**config.mk**
```make
export PLATFORM = sky130hd
export DESIGN_NAME = stereo_ser_tx
export DESIGN_NICKNAME = d
export VERILOG_FILES = /design/src/rtl/sst_pkg.sv /design/src/rtl/sst_master_div.sv /design/src/rtl/sst_slave_sync.sv /design/src/rtl/sst_frame_eng.sv /design/src/rtl/stereo_ser_tx.sv
export SDC_FILE = /design/constraint.sdc
export NUM_CORES = 1
export LEC_CHECK = 0
export BUFFER_PORTS_ARGS = -buffer_cell sky130_fd_sc_hd__buf_2
export CORE_MARGIN = 8
export CORE_UTILIZATION = 60
export CTS_CLUSTER_SIZE = 8
export DETAILED_ROUTE_END_ITERATION = 6
export PLACE_DENSITY = 0.8
export SYNTH_ARGS = -nofsm -noshare
export SYNTH_HDL_FRONTEND = slang
export SYNTH_SLANG_ARGS = --single-unit
```
**constraint.sdc**
```tcl
create_clock -name clk -period 5.5 [get_ports clk]
set_clock_uncertainty 0.15 [all_clocks]
set_input_delay 0.55 -clock clk [delete_from_list [all_inputs] [get_ports clk]]
set_output_delay 0.55 -clock clk [all_outputs]
set_load 0.02 [all_outputs]
```
**src/rtl/sst_pkg.sv**
```systemverilog
// Shared constants and types for the stereo serial transmitter.
// Assumes: one sample width for both channels.
package sst_pkg;
    parameter int SAMPLE_W        = 18;  // bits per channel word
    parameter int BCLK_DIV_LOG2   = 2;   // master: clk / bit clock = 2**this
    parameter int HALF_SLOTS_LOG2 = 5;   // master: bit slots per half-frame = 2**this
    parameter int SLOT_IDX_W      = 6;   // slot index width, also covers slave halves up to 63
    parameter int SYNC_STAGES     = 2;   // synchronizer depth for slave clock inputs

    typedef struct packed {
        logic [SAMPLE_W-1:0] left;
        logic [SAMPLE_W-1:0] right;
    } pair_t;
endpackage

```
**src/rtl/sst_master_div.sv**
```systemverilog
// Master clock divider: derives bit clock and word-select from clk and
// reports the bit slot that starts on the next edge.
// Assumes: en and fmt_i2s change only while reset is applied.
module sst_master_div #(
    parameter int DIV_LOG2  = sst_pkg::BCLK_DIV_LOG2,
    parameter int HALF_LOG2 = sst_pkg::HALF_SLOTS_LOG2,
    parameter int IDX_W     = sst_pkg::SLOT_IDX_W
) (
    input  logic             clk,
    input  logic             rst_n,
    input  logic             en,
    input  logic             fmt_i2s,
    output logic             bclk_q,
    output logic             ws_q,
    output logic             slot_evt,
    output logic [IDX_W-1:0] slot_idx,
    output logic             half_left
);
    localparam int CNT_W = DIV_LOG2 + HALF_LOG2 + 1;

    logic [CNT_W-1:0] cnt;
    logic [CNT_W-1:0] cnt_nxt;

    // Next value of the frame counter and the slot it opens.
    always_comb begin
        cnt_nxt   = cnt + 1'b1;
        slot_evt  = en && (cnt_nxt[DIV_LOG2-1:0] == '0);
        slot_idx  = IDX_W'(cnt_nxt[CNT_W-2:DIV_LOG2]);
        half_left = ~cnt_nxt[CNT_W-1];
    end

    // Frame counter and registered link clocks, all on one edge.
    always_ff @(posedge clk) begin
        if (!rst_n || !en) begin
            cnt    <= '0;
            bclk_q <= 1'b0;
            ws_q   <= en & ~fmt_i2s;
        end else begin
            cnt    <= cnt_nxt;
            bclk_q <= cnt_nxt[DIV_LOG2-1];
            ws_q   <= cnt_nxt[CNT_W-1] ^ ~fmt_i2s;
        end
    end
endmodule

```
**src/rtl/sst_slave_sync.sv**
```systemverilog
// Slave clock follower: synchronizes external bit clock and word-select,
// turns each falling bit-clock edge into a slot event and counts slots
// since the last word-select change.
// Assumes: each bit-clock half period spans at least 4 clk cycles.
module sst_slave_sync #(
    parameter int SYNC_N = sst_pkg::SYNC_STAGES,
    parameter int IDX_W  = sst_pkg::SLOT_IDX_W
) (
    input  logic             clk,
    input  logic             rst_n,
    input  logic             en,
    input  logic             fmt_i2s,
    input  logic             bclk_in,
    input  logic             ws_in,
    output logic             slot_evt,
    output logic [IDX_W-1:0] slot_idx,
    output logic             half_left
);
    logic [SYNC_N-1:0] b_sync;
    logic [SYNC_N-1:0] w_sync;
    logic              b_dly;
    logic              ws_last;
    logic [IDX_W-1:0]  slot;
    logic              b_s;
    logic              w_s;
    logic              new_half;

    // Edge detection and next slot index.
    always_comb begin
        b_s       = b_sync[SYNC_N-1];
        w_s       = w_sync[SYNC_N-1];
        slot_evt  = en && b_dly && !b_s;
        new_half  = (w_s != ws_last);
        half_left = (w_s == ~fmt_i2s);
        if (new_half)
            slot_idx = '0;
        else if (slot == '1)
            slot_idx = slot;
        else
            slot_idx = slot + 1'b1;
    end

    // Synchronizers, delayed bit clock and slot state.
    always_ff @(posedge clk) begin
        if (!rst_n || !en) begin
            b_sync  <= '0;
            w_sync  <= '0;
            b_dly   <= 1'b0;
            ws_last <= 1'b0;
            slot    <= '1;
        end else begin
            b_sync <= {b_sync[SYNC_N-2:0], bclk_in};
            w_sync <= {w_sync[SYNC_N-2:0], ws_in};
            b_dly  <= b_s;
            if (slot_evt) begin
                slot    <= slot_idx;
                ws_last <= w_s;
            end
        end
    end
endmodule

```
**src/rtl/sst_frame_eng.sv**
```systemverilog
// Frame engine: one-pair holding register behind a valid/ready handshake,
// the active pair, and a single shifter serving both framings.
// Assumes: slot events arrive with the index of the slot they open.
module sst_frame_eng #(
    parameter int W     = sst_pkg::SAMPLE_W,
    parameter int IDX_W = sst_pkg::SLOT_IDX_W
) (
    input  logic             clk,
    input  logic             rst_n,
    input  logic             fmt_i2s,
    input  logic             slot_evt,
    input  logic [IDX_W-1:0] slot_idx,
    input  logic             half_left,
    input  logic             in_valid,
    input  logic [W-1:0]     in_left,
    input  logic [W-1:0]     in_right,
    output logic             in_ready,
    output logic             sdata
);
    import sst_pkg::pair_t;

    pair_t            hold;
    pair_t            cur;
    pair_t            nxt_pair;
    logic             hold_full;
    logic [W-1:0]     sh;
    logic [W-1:0]     word;
    logic             left_start;
    logic [IDX_W-1:0] first_slot;
    logic             sd_q;

    // Slot decode: latch point, data start slot and word to load.
    always_comb begin
        left_start = slot_evt && (slot_idx == '0) && half_left;
        nxt_pair   = hold_full ? hold : cur;
        first_slot = IDX_W'(fmt_i2s);
        if (!half_left)
            word = cur.right;
        else if (left_start)
            word = nxt_pair.left;
        else
            word = cur.left;
    end

    // Holding register and handshake.
    always_ff @(posedge clk) begin
        if (!rst_n) begin
            hold      <= '0;
            hold_full <= 1'b0;
        end else if (left_start && hold_full) begin
            hold_full <= 1'b0;
        end else if (in_valid && !hold_full) begin
            hold.left  <= in_left;
            hold.right <= in_right;
            hold_full  <= 1'b1;
        end
    end

    // Active pair, updated only at the start of a left half-frame.
    always_ff @(posedge clk) begin
        if (!rst_n)
            cur <= '0;
        else if (left_start)
            cur <= nxt_pair;
    end

    // Shared shifter: load at the data start slot, zero-fill afterwards.
    always_ff @(posedge clk) begin
        if (!rst_n) begin
            sh   <= '0;
            sd_q <= 1'b0;
        end else if (slot_evt) begin
            if (slot_idx == first_slot) begin
                sd_q <= word[W-1];
                sh   <= {word[W-2:0], 1'b0};
            end else if (slot_idx < first_slot) begin
                sd_q <= 1'b0;
                sh   <= '0;
            end else begin
                sd_q <= sh[W-1];
                sh   <= {sh[W-2:0], 1'b0};
            end
        end
    end

    assign in_ready = !hold_full;
    assign sdata    = sd_q;
endmodule

```
**src/rtl/stereo_ser_tx.sv**
```systemverilog
// Stereo serial audio transmitter top: picks the master divider or the
// slave follower as slot source and feeds the shared frame engine.
// Assumes: master and fmt_i2s are static outside reset.
module stereo_ser_tx #(
    parameter int SAMPLE_W = sst_pkg::SAMPLE_W
) (
    input  logic                clk,
    input  logic                rst_n,
    input  logic                master,
    input  logic                fmt_i2s,
    input  logic                in_valid,
    input  logic [SAMPLE_W-1:0] in_left,
    input  logic [SAMPLE_W-1:0] in_right,
    output logic                in_ready,
    input  logic                bclk_in,
    input  logic                ws_in,
    output logic                bclk_o,
    output logic                ws_o,
    output logic                sdata
);
    localparam int IDX_W = sst_pkg::SLOT_IDX_W;

    logic             m_evt, s_evt, evt;
    logic [IDX_W-1:0] m_idx, s_idx, idx;
    logic             m_left, s_left, hleft;

    sst_master_div u_mdiv (
        .clk      (clk),
        .rst_n    (rst_n),
        .en       (master),
        .fmt_i2s  (fmt_i2s),
        .bclk_q   (bclk_o),
        .ws_q     (ws_o),
        .slot_evt (m_evt),
        .slot_idx (m_idx),
        .half_left(m_left)
    );

    sst_slave_sync u_ssync (
        .clk      (clk),
        .rst_n    (rst_n),
        .en       (!master),
        .fmt_i2s  (fmt_i2s),
        .bclk_in  (bclk_in),
        .ws_in    (ws_in),
        .slot_evt (s_evt),
        .slot_idx (s_idx),
        .half_left(s_left)
    );

    // Slot source select by mode.
    always_comb begin
        evt   = master ? m_evt  : s_evt;
        idx   = master ? m_idx  : s_idx;
        hleft = master ? m_left : s_left;
    end

    sst_frame_eng #(.W(SAMPLE_W)) u_eng (
        .clk      (clk),
        .rst_n    (rst_n),
        .fmt_i2s  (fmt_i2s),
        .slot_evt (evt),
        .slot_idx (idx),
        .half_left(hleft),
        .in_valid (in_valid),
        .in_left  (in_left),
        .in_right (in_right),
        .in_ready (in_ready),
        .sdata    (sdata)
    );
endmodule

```
==> results of run 1 <==
==> metrics by stage <==
step	area (um^2)	utilization [%]	setup WS [ps]
2_1_floorplan	5271	-	2727
3_3_place_gp	5470	63.34	2003
3_5_place_dp	5470	63.34	1874
4_1_cts	5658	65.52	1837
5_1_grt	5658	65.52	1439
6_report	5658	65.52	1774
==> state kept, by name, summed over array words and instances (netlist names) <==
register	count
u_eng.cur	36
u_eng.sdata	1
u_ssync.b_dly	1
u_mdiv.ws_q	1
u_mdiv.cnt	8
u_eng.hold	36
u_ssync.ws_last	1
u_eng.hold_full	1
u_eng.sh	17
u_ssync.w_sync	2
u_ssync.slot	6
u_ssync.b_sync	2
==> area by class of cell <==
cell class                 count  area share (%)
timing repair buffer          52           4.865
sequential                   112           39.63
inverter                       5          0.3317
clock inverter                 6           1.061
tap                          108           2.388
clock buffer                  10           2.256
multi-input combinational    488           49.47
==> worst max path at each step <==
stage / start / endpoint / slack, ps / cells after the start
2_1_floorplan: u_ssync.slot[0] / u_eng.sh[10] / 2730 / 11
3_3_place_gp: u_ssync.slot[0] / u_eng.cur[6] / 2000 / 10
3_5_place_dp: u_ssync.slot[0] / u_eng.cur[12] / 1870 / 10
4_1_cts: u_ssync.slot[0] / u_eng.cur[12] / 1840 / 10
5_1_grt: u_ssync.slot[0] / u_eng.cur[17] / 1440 / 10
6_report: u_ssync.slot[1] / u_eng.cur[12] / 1770 / 10
==> per-layer routing <==
layer / up-vias / track usage (%) / wire (um)
met4: 0 / 5.689 / 109
met1: 2151 / 26.79 / 5529
met2: 110 / 34.54 / 5789
met5: - / 0 / 0
li1: 2298 / - / -
met3: 12 / 3.986 / 573
==> placed cells by master, fill, tap and decap left out, drive strengths merged, types with 3 or more instances in the layout <==
cell / instances
xor2: 5
nand2: 168
and3: 4
o21ai: 25
a31o: 16
nor2: 35
ha: 3
buf: 52
xnor2: 4
or2: 4
a21boi: 90
a21oi: 9
and2: 27
nor4: 3
a31oi: 20
inv: 9
nand3: 8
clkbuf: 10
o22ai: 17
dfxtp: 112
nor2b: 4
nand4: 5
o31ai: 19
==> critical path, delay by kind of cell (launching register included) <==
family,cells,cell delay [ps]
flip-flops,1,410
adder cells (fa/ha/maj),1,300
AO/OA/AOI/OAI,3,910
AND/OR/NAND/NOR,4,1220
buffers and inverters,2,650
==> cell families (layout without fill, tap and decap cells) <==
logic type,count (synthesis),count (layout),synth area share (%)
AO/OA/AOI/OAI,209,209,28.34
buffers and inverters,56,73,4.510
adder cells (fa/ha/maj),3,3,0.7122
flip-flops,112,112,42.54
XOR/XNOR,9,9,1.638
AND/OR/NAND/NOR,267,267,22.26
==> power by group <==
group	switching (mW)	internal, mW	total, mW	leakage [nW]
sequential	0.0139	0.828	0.842	0.909
clock	0.304	0.178	0.483	0.0968
combinational	0.0700	0.0446	0.115	1.09
total	0.388	1.05	1.44	2.10
==> metrics.csv, run 1 <==
metric,value,unit
status,"complete, no violations",
setup_viol_count_final,0,
ctsResizeCount,0,
rr_startpoint,u_ssync.slot[1],
yosys-top-cells-area,"dfxtp_1 (43%), nand2_1 (12%), a21boi_0 (9.1%)",
syn2layout_area_growth,7.335,%
avgSynthCellArea,8.036,um^2
peakVddDrop,0.0001822,V
slowest_stage,and2_1,
die_x,109.7,um
worstPathRequired,5670,ps
leakage,2.099,nW
ys_seq_area_share,42.54,%
hold-path-cell-count,2,
setup_tns,0,ps
hold_violations,0,
netlist.area_leader.share,42.54,%
reg2reg_slack,1770,ps
report.final.slew_viol_count,0,
cp_cell_sequence,ha_1 -> nand4_1 -> o21ai_0 -> a211o_1 -> and3_1 -> buf_4 -> and2_1 -> buf_4 -> nand2_1 -> a21boi_1,
vias,4571,
whs_endpoint,u_ssync.w_sync[0],
cts_tree,done,
clockBufferDepth,2,
rsz0062_at_grt,no,
layout.cells.non_filler,781,
n_fill_cell,751,
ys_seq_elements,112,
tightest_slew,1124,ps
hold_path.class,primary input to flop,
drc,0,
drtIter0Drc,347,
rows,34,
min_period_over_period,67.75,%
slew_headroom,24.90,%
ys_types,46,
io_buffers,46,
yosysMostFrequentCell,nand2_1,
grt_overflow,0,
cpMostUsedCell,buf_4,
antenna-diode-count,0,
hold_ws,220.9,ps
hpwl,8.117,mm
yosys_warnings,0,
root_buffer,clkbuf_8,
drt-total-wl,12.00,mm
synthTopCellsByCount,"nand2_1 (168), dfxtp_1 (112), a21boi_0 (64)",
firstDrtPassIters,5,
postRouteAntennaNets,0,
synth_ff_type,dfxtp_1,
io_pins,47,
fp.dieH,109.7,um
ff_latch_area,2242,um^2
dieArea,12040,um^2
grt_usage,20.73,%
cts_buffers,9,
clk_pin_slew,110,ps
multi_input_area,2799,um^2
arrival,3890,ps
worstSetupPathType,flop to flop,
reg2reg_depth,10,
post_cts_buffers,0,
core,8636,um^2
synth_top_area_cell,dfxtp_1,
drive_above_1_share,13.82,%
nNetsFinal,714,
grt_max_degree,50,
async_flop_share,0,%
postCtsHoldBufs,0,
synthesis.nets,702,
start_util,61.04,%
slowest_delay,710,ps
drv_cap,0,
power.total,1.439,mW
wl_per_cell,15.37,um
min_period,3726,ps
antenna_found_initial,0,
dp_cells,765,
cp-end-kind,flop,
clk_latency,380,ps
critPathMaxFanout,36,
synth-edff-count,0,
grt_pass1_wl,20.22,mm
first_global_vias,4347,
hold_start,ws_in,
syn_area,5271,um^2
startpoint_type,flop,
fmax,268.4,MHz
via_per_inst,5.853,
clock-sinks,112,
timing.rr.end,u_eng.cur[12],
syn-instance-count,656,
htree_levels,3,
place_congestion,0.8677,
powerDensity,254.4,nW/um^2
No activity file was read; power rests on OpenSTA's default activity.
==> inputs of run 2 (changes only) <==
--- a/config.mk
+++ b/config.mk
@@ -7,10 +7,10 @@
 export LEC_CHECK = 0
 export BUFFER_PORTS_ARGS = -buffer_cell sky130_fd_sc_hd__buf_2
 export CORE_MARGIN = 8
-export CORE_UTILIZATION = 60
+export CORE_UTILIZATION = 59
 export CTS_CLUSTER_SIZE = 8
 export DETAILED_ROUTE_END_ITERATION = 6
-export PLACE_DENSITY = 0.8
+export PLACE_DENSITY = 0.79
 export SYNTH_ARGS = -nofsm -noshare
 export SYNTH_HDL_FRONTEND = slang
 export SYNTH_SLANG_ARGS = --single-unit
==> constraint.sdc (replaced) <==
create_clock -name clk -period 3.6 [get_ports clk]
set_clock_uncertainty 0.15 [all_clocks]
set_input_delay 0.36 -clock clk [delete_from_list [all_inputs] [get_ports clk]]
set_output_delay 0.36 -clock clk [all_outputs]
set_load 0.02 [all_outputs]
==> run 2 against run 1 <==
  * The run now ends with design-rule violations left
  * Via count increased by 0.94%
  * Core utilization increased by 0.33 points
  * Die area increased by 1.4%
  * Count of clock-buffer cells in the layout decreased by 1
  * Combinational power increased by 55%
  * Register-to-register slack got worse by 1100 ps
  * Critical endpoint is now u_eng.sh[12]
  * Largest cell class unchanged
  * Highest routed layer unchanged
==> metrics.csv, run 2 (same netlist as run 1, synthesis figures left out) <==
metric,value,unit
postRouteAntennaNets,0,
cp-end-kind,flop,
antenna_found_initial,0,
core,8678,um^2
startpoint_type,flop,
cp_cell_sequence,ha_1 -> nand4_1 -> nor2_1 -> a221oi_1 -> o31ai_4 -> buf_4 -> nand4_4 -> o31ai_1,
power_switching,569.1,uW
min_period_over_period,81.89,%
fp.dieH,110.5,um
fmax,339.2,MHz
clock-sinks,112,
layout_commonest_cell,nand2_1,
clockBufferDepth,2,
peakVddDrop,0.0002314,V
clk_pin_slew,110,ps
htree_levels,3,
syn2layout_area_growth,8.403,%
slowest_stage,o31ai_4,
drc,1,
nNetsFinal,718,
multi_input_area,2799,um^2
first_global_vias,4354,
hold_path.class,primary input to flop,
place_congestion,0.8529,
combinationalPowerShare,8.0,%
firstDrtPassIters,7,
dieArea,12210,um^2
rows,34,
root_buffer,clkbuf_8,
io_buffers,46,
start_util,60.74,%
cts_tree,done,
ff_latch_area,2242,um^2
postCtsHoldBufs,0,
wl_per_cell,15.64,um
p_int,1.666,mW
setup_viol_count_final,0,
seq_power_share,57.5,%
grt_pass1_wl,20.75,mm
tightest_slew,1115,ps
power.total,2.236,mW
io_pins,47,
antenna-diode-count,0,
clk_latency,370,ps
status,"finished, violations left",
hold_violations,0,
worstPathRequired,3710,ps
slowest_delay,470,ps
grt_max_degree,95,
powerDensity,391.2,nW/um^2
critPathMaxFanout,19,
violations,design-rule violations,
timing.final.ws_setup,651.9,ps
slew_headroom,25.51,%
drt-total-wl,12.28,mm
post_cts_buffers,0,
report.final.slew_viol_count,0,
post-place-ws,735.8,ps
hpwl,8.248,mm
grt_overflow,0,
arrival,3060,ps
min_period,2948,ps
leakage,2.130,nW
via_per_inst,5.878,
ctsResizeCount,0,
rsz0062_at_grt,no,
crit_family,compound AO/OA/AOI/OAI gates,
setup_tns,0,ps
drive_above_1_share,14.48,%
reg.largest.list,"u_eng.cur: 36 flops, u_eng.hold: 36 flops, u_eng.sh: 17 flops",
grt_usage,19.53,%
vias,4614,
drv_cap,0,
drtIter0Drc,288,
path_buf_inv,1,
cts_buffers,9,
die_x,110.5,um
worstSetupPathType,flop to flop,
layout_common_cells,"nand2_1 (168), dfxtp_1 (112), a21boi_0 (64)",
pwr-share-clk,34.5,%
n_fill_cell,785,
p_sw_share,25.46,%
==> run 2: cell type report <==
type                       count  area share, %
inverter                       5         0.3284
clock inverter                 7          1.358
tap                          108          2.365
multi-input combinational    488          48.98
timing repair buffer          56          5.562
clock buffer                   9          2.168
sequential                   112          39.24
==> run 2: through the flow <==
step | util [%] | instance area (um^2) | std cells | hold WS (ps)
4_1_cts | 65.84 | 5714 | 785 | 24.35
2_1_floorplan | - | 5271 | 656 | 255.7
3_5_place_dp | 63.52 | 5513 | 769 | 266.8
5_1_grt | 65.84 | 5714 | 785 | 30.41
6_report | 65.84 | 5714 | 785 | 35.76
3_3_place_gp | 63.52 | 5513 | 769 | 260.2
==> run 2: routing by layer <==
layer	vias up	share of wire (%)	track usage (%)
li1	2305	-	-
met1	2153	45	25.02
met2	136	48	32.11
met3	20	5.1	3.571
met4	0	1.9	6.577
met5	-	0	0
==> run 2: worst reg2reg max path: stages, from the launching register on <==
cell and delay [ps]:
dfxtp_1 410, ha_1 300, nand4_1 180, nor2_1 170
a221oi_1 140, o31ai_4 470, buf_4 330, nand4_4 300
o31ai_1 390
==> run 2: power by group through the flow <==
stage / sequential (mW) / combinational (mW) / clock (mW)
after floorplan: 1.31 / 0.122 / 0
after global placement: 1.31 / 0.172 / 0
after detailed placement: 1.31 / 0.177 / 0
after CTS: 1.29 / 0.178 / 0.786
after global routing: 1.29 / 0.198 / 0.827
final: 1.29 / 0.178 / 0.772
==> run 2: path summary, 6_finish.rpt <==
| check | endpoint | startpoint | slack, ps | cells after the start |
|---|---|---|---|---|
| max | u_eng.sh[12] | u_ssync.slot[0] | 650 | 8 |
| min | u_ssync.b_sync[0] | bclk_in | 40 | 2 |
| max reg2reg | u_eng.sh[12] | u_ssync.slot[0] | 650 | 8 |
| min reg2reg | u_ssync.w_sync[1] | u_ssync.w_sync[0] | 290 | 1 |
==> inputs of run 3 (changes only) <==
==> constraint.sdc (replaced) <==
create_clock -name clk -period 2.85 [get_ports clk]
set_clock_uncertainty 0.15 [all_clocks]
set_input_delay 0.285 -clock clk [delete_from_list [all_inputs] [get_ports clk]]
set_output_delay 0.285 -clock clk [all_outputs]
set_load 0.02 [all_outputs]
==> run 3 against run 2 <==
  * The run now ends clean
  * Clock power is 21% higher
  * Critical path depth is 2 higher
  * Global-route usage is 0.45 points higher
  * Critical endpoint is now u_eng.sdata
  * Largest power group unchanged
  * Highest routed layer unchanged
==> metrics.csv, run 3 (same netlist as run 1, synthesis figures left out) <==
metric,value,unit
syn2layout_area_growth,14.36,%
root_buffer,clkbuf_8,
critPathMaxFanout,27,
dieArea,12210,um^2
drt-total-wl,12.53,mm
die_x,110.5,um
wl_per_cell,15.32,um
met2_usage,34.14,%
fmax,362.9,MHz
first_global_vias,4712,
stdcell_area,6028,um^2
via_per_inst,5.894,
grt_overflow,0,
tightest_slew,721.3,ps
clk_pin_slew,110,ps
io_buffers,46,
layout.cells.non_filler,818,
powerDensity,467.5,nW/um^2
clockBufferDepth,2,
layout_commonest_cell,nand2_1,
drtIter0Drc,347,
arrival,2880,ps
layout_common_cells,"nand2_1 (168), dfxtp_1 (112), a21boi_0 (64)",
hold_ws,6.055,ps
post_cts_buffers,0,
report.final.slew_viol_count,0,
peakVddDrop,0.0002793,V
place_congestion,0.8589,
nNetsFinal,751,
antenna_found_initial,0,
slew_headroom,51.92,%
hold_violations,0,
n_fill_cell,705,
rsz0062_at_grt,no,
endpoint,u_eng.sdata,
startpoint_type,flop,
htree_levels,3,
drive_above_1_share,15.21,%
rows,34,
status,"complete, no violations",
drv_cap,0,
vias,4821,
hold_path.class,primary input to flop,
setup_viol_count_final,0,
reg2reg_slack,90,ps
cts_tree,done,
firstDrtPassIters,6,
leakage,2.277,nW
timing.rr.end,u_eng.sdata,
grt_max_degree,39,
use_met1,24.67,%
reg2reg_depth,10,
grt_usage,19.98,%
clk_latency,380,ps
dp_cells,779,
postRouteAntennaNets,0,
drc,0,
cp-end-kind,flop,
core,8678,um^2
worstPathRequired,2980,ps
rr_startpoint,u_ssync.slot[0],
fp.dieH,110.5,um
crit_start,u_ssync.slot[0],
hpwl,8.281,mm
antenna-diode-count,0,
worstSetupPathType,flop to flop,
min_period_over_period,96.68,%
clock-sinks,112,
cts_buffers,9,
reg.largest.list,"u_eng.cur: 36 flops, u_eng.hold: 36 flops, u_eng.sh: 17 flops",
grt-busiest-layer,met2,
grt_pass1_wl,21.37,mm
setup_tns,0,ps
min_period,2755,ps
start_util,60.74,%
io_pins,47,
met3_usage,4.113,%
place_area,5588,um^2
==> run 3: cell types whose count changed in the layout (fill, tap and decap cells not counted), sizes merged <==
cell	before	now
buf	56	66
bufinv	1	0
dlygate4sd3	0	23
inv	8	9
==> run 3: layout make-up <==
class / count / area, um^2 / area share (%)
clock buffer: 9 / 123.9 / 2.055
clock inverter: 7 / 72.57 / 1.204
inverter: 5 / 18.77 / 0.3113
multi-input combinational: 488 / 2801 / 46.47
sequential: 112 / 2242 / 37.19
tap: 108 / 135.1 / 2.242
timing repair buffer: 89 / 634.4 / 10.52
==> run 3: worst min-delay path by stage <==
stage / start / endpoint / slack (ps) / depth (start not counted)
finish: in_left[3] / u_eng.hold[21] / 6 / 3
floorplan: u_ssync.b_sync[0] / u_ssync.b_sync[1] / 260 / 1
global placement: u_ssync.w_sync[0] / u_ssync.w_sync[1] / 260 / 1
detailed placement: u_ssync.b_sync[0] / u_ssync.b_sync[1] / 270 / 1
CTS: in_right[11] / u_eng.hold[11] / 0.7 / 3
global route: in_left[6] / u_eng.hold[24] / 6 / 3
==> run 3: per-layer routing <==
metal  routed length [um]  vias up
li1                     -     2373
met2                 6157      144
met3                  581       18
met5                    0        -
met1                 5644     2286
met4                  150        0
==> run 3: through the flow <==
step	power, mW	setup WS, ps	utilization [%]
5_1_grt	2.923	4.910	69.46
3_3_place_gp	1.882	253.4	64.39
2_1_floorplan	1.806	76.89	-
6_report	2.818	94.74	69.46
3_5_place_dp	1.890	196.6	64.39
4_1_cts	2.825	142.4	69.31
==> run 3: critical path, stage by stage, from the launching register on <==
cell and delay (ps):
dfxtp_1 360, ha_1 220, buf_4 160, and3b_1 230
a31oi_1 110, o21a_1 160, o31ai_4 460, buf_12 240
a31o_2 170, o22ai_1 110, o31ai_1 270
==> run 3: power by group <==
part / internal (mW) / total (mW) / leakage, nW / switching [mW]
combinational: 0.116 / 0.261 / 1.27 / 0.144
clock: 0.348 / 0.934 / 0.102 / 0.586
sequential: 1.60 / 1.62 / 0.909 / 0.0253
total: 2.06 / 2.82 / 2.28 / 0.756
==> run 3: what timing repair did <==
item,4_1_cts,5_1_grt
endpoints found under the hold margin,23,0
gates resized for setup,0,4
hold buffers,23,0
endpoints found under the setup margin,0,17
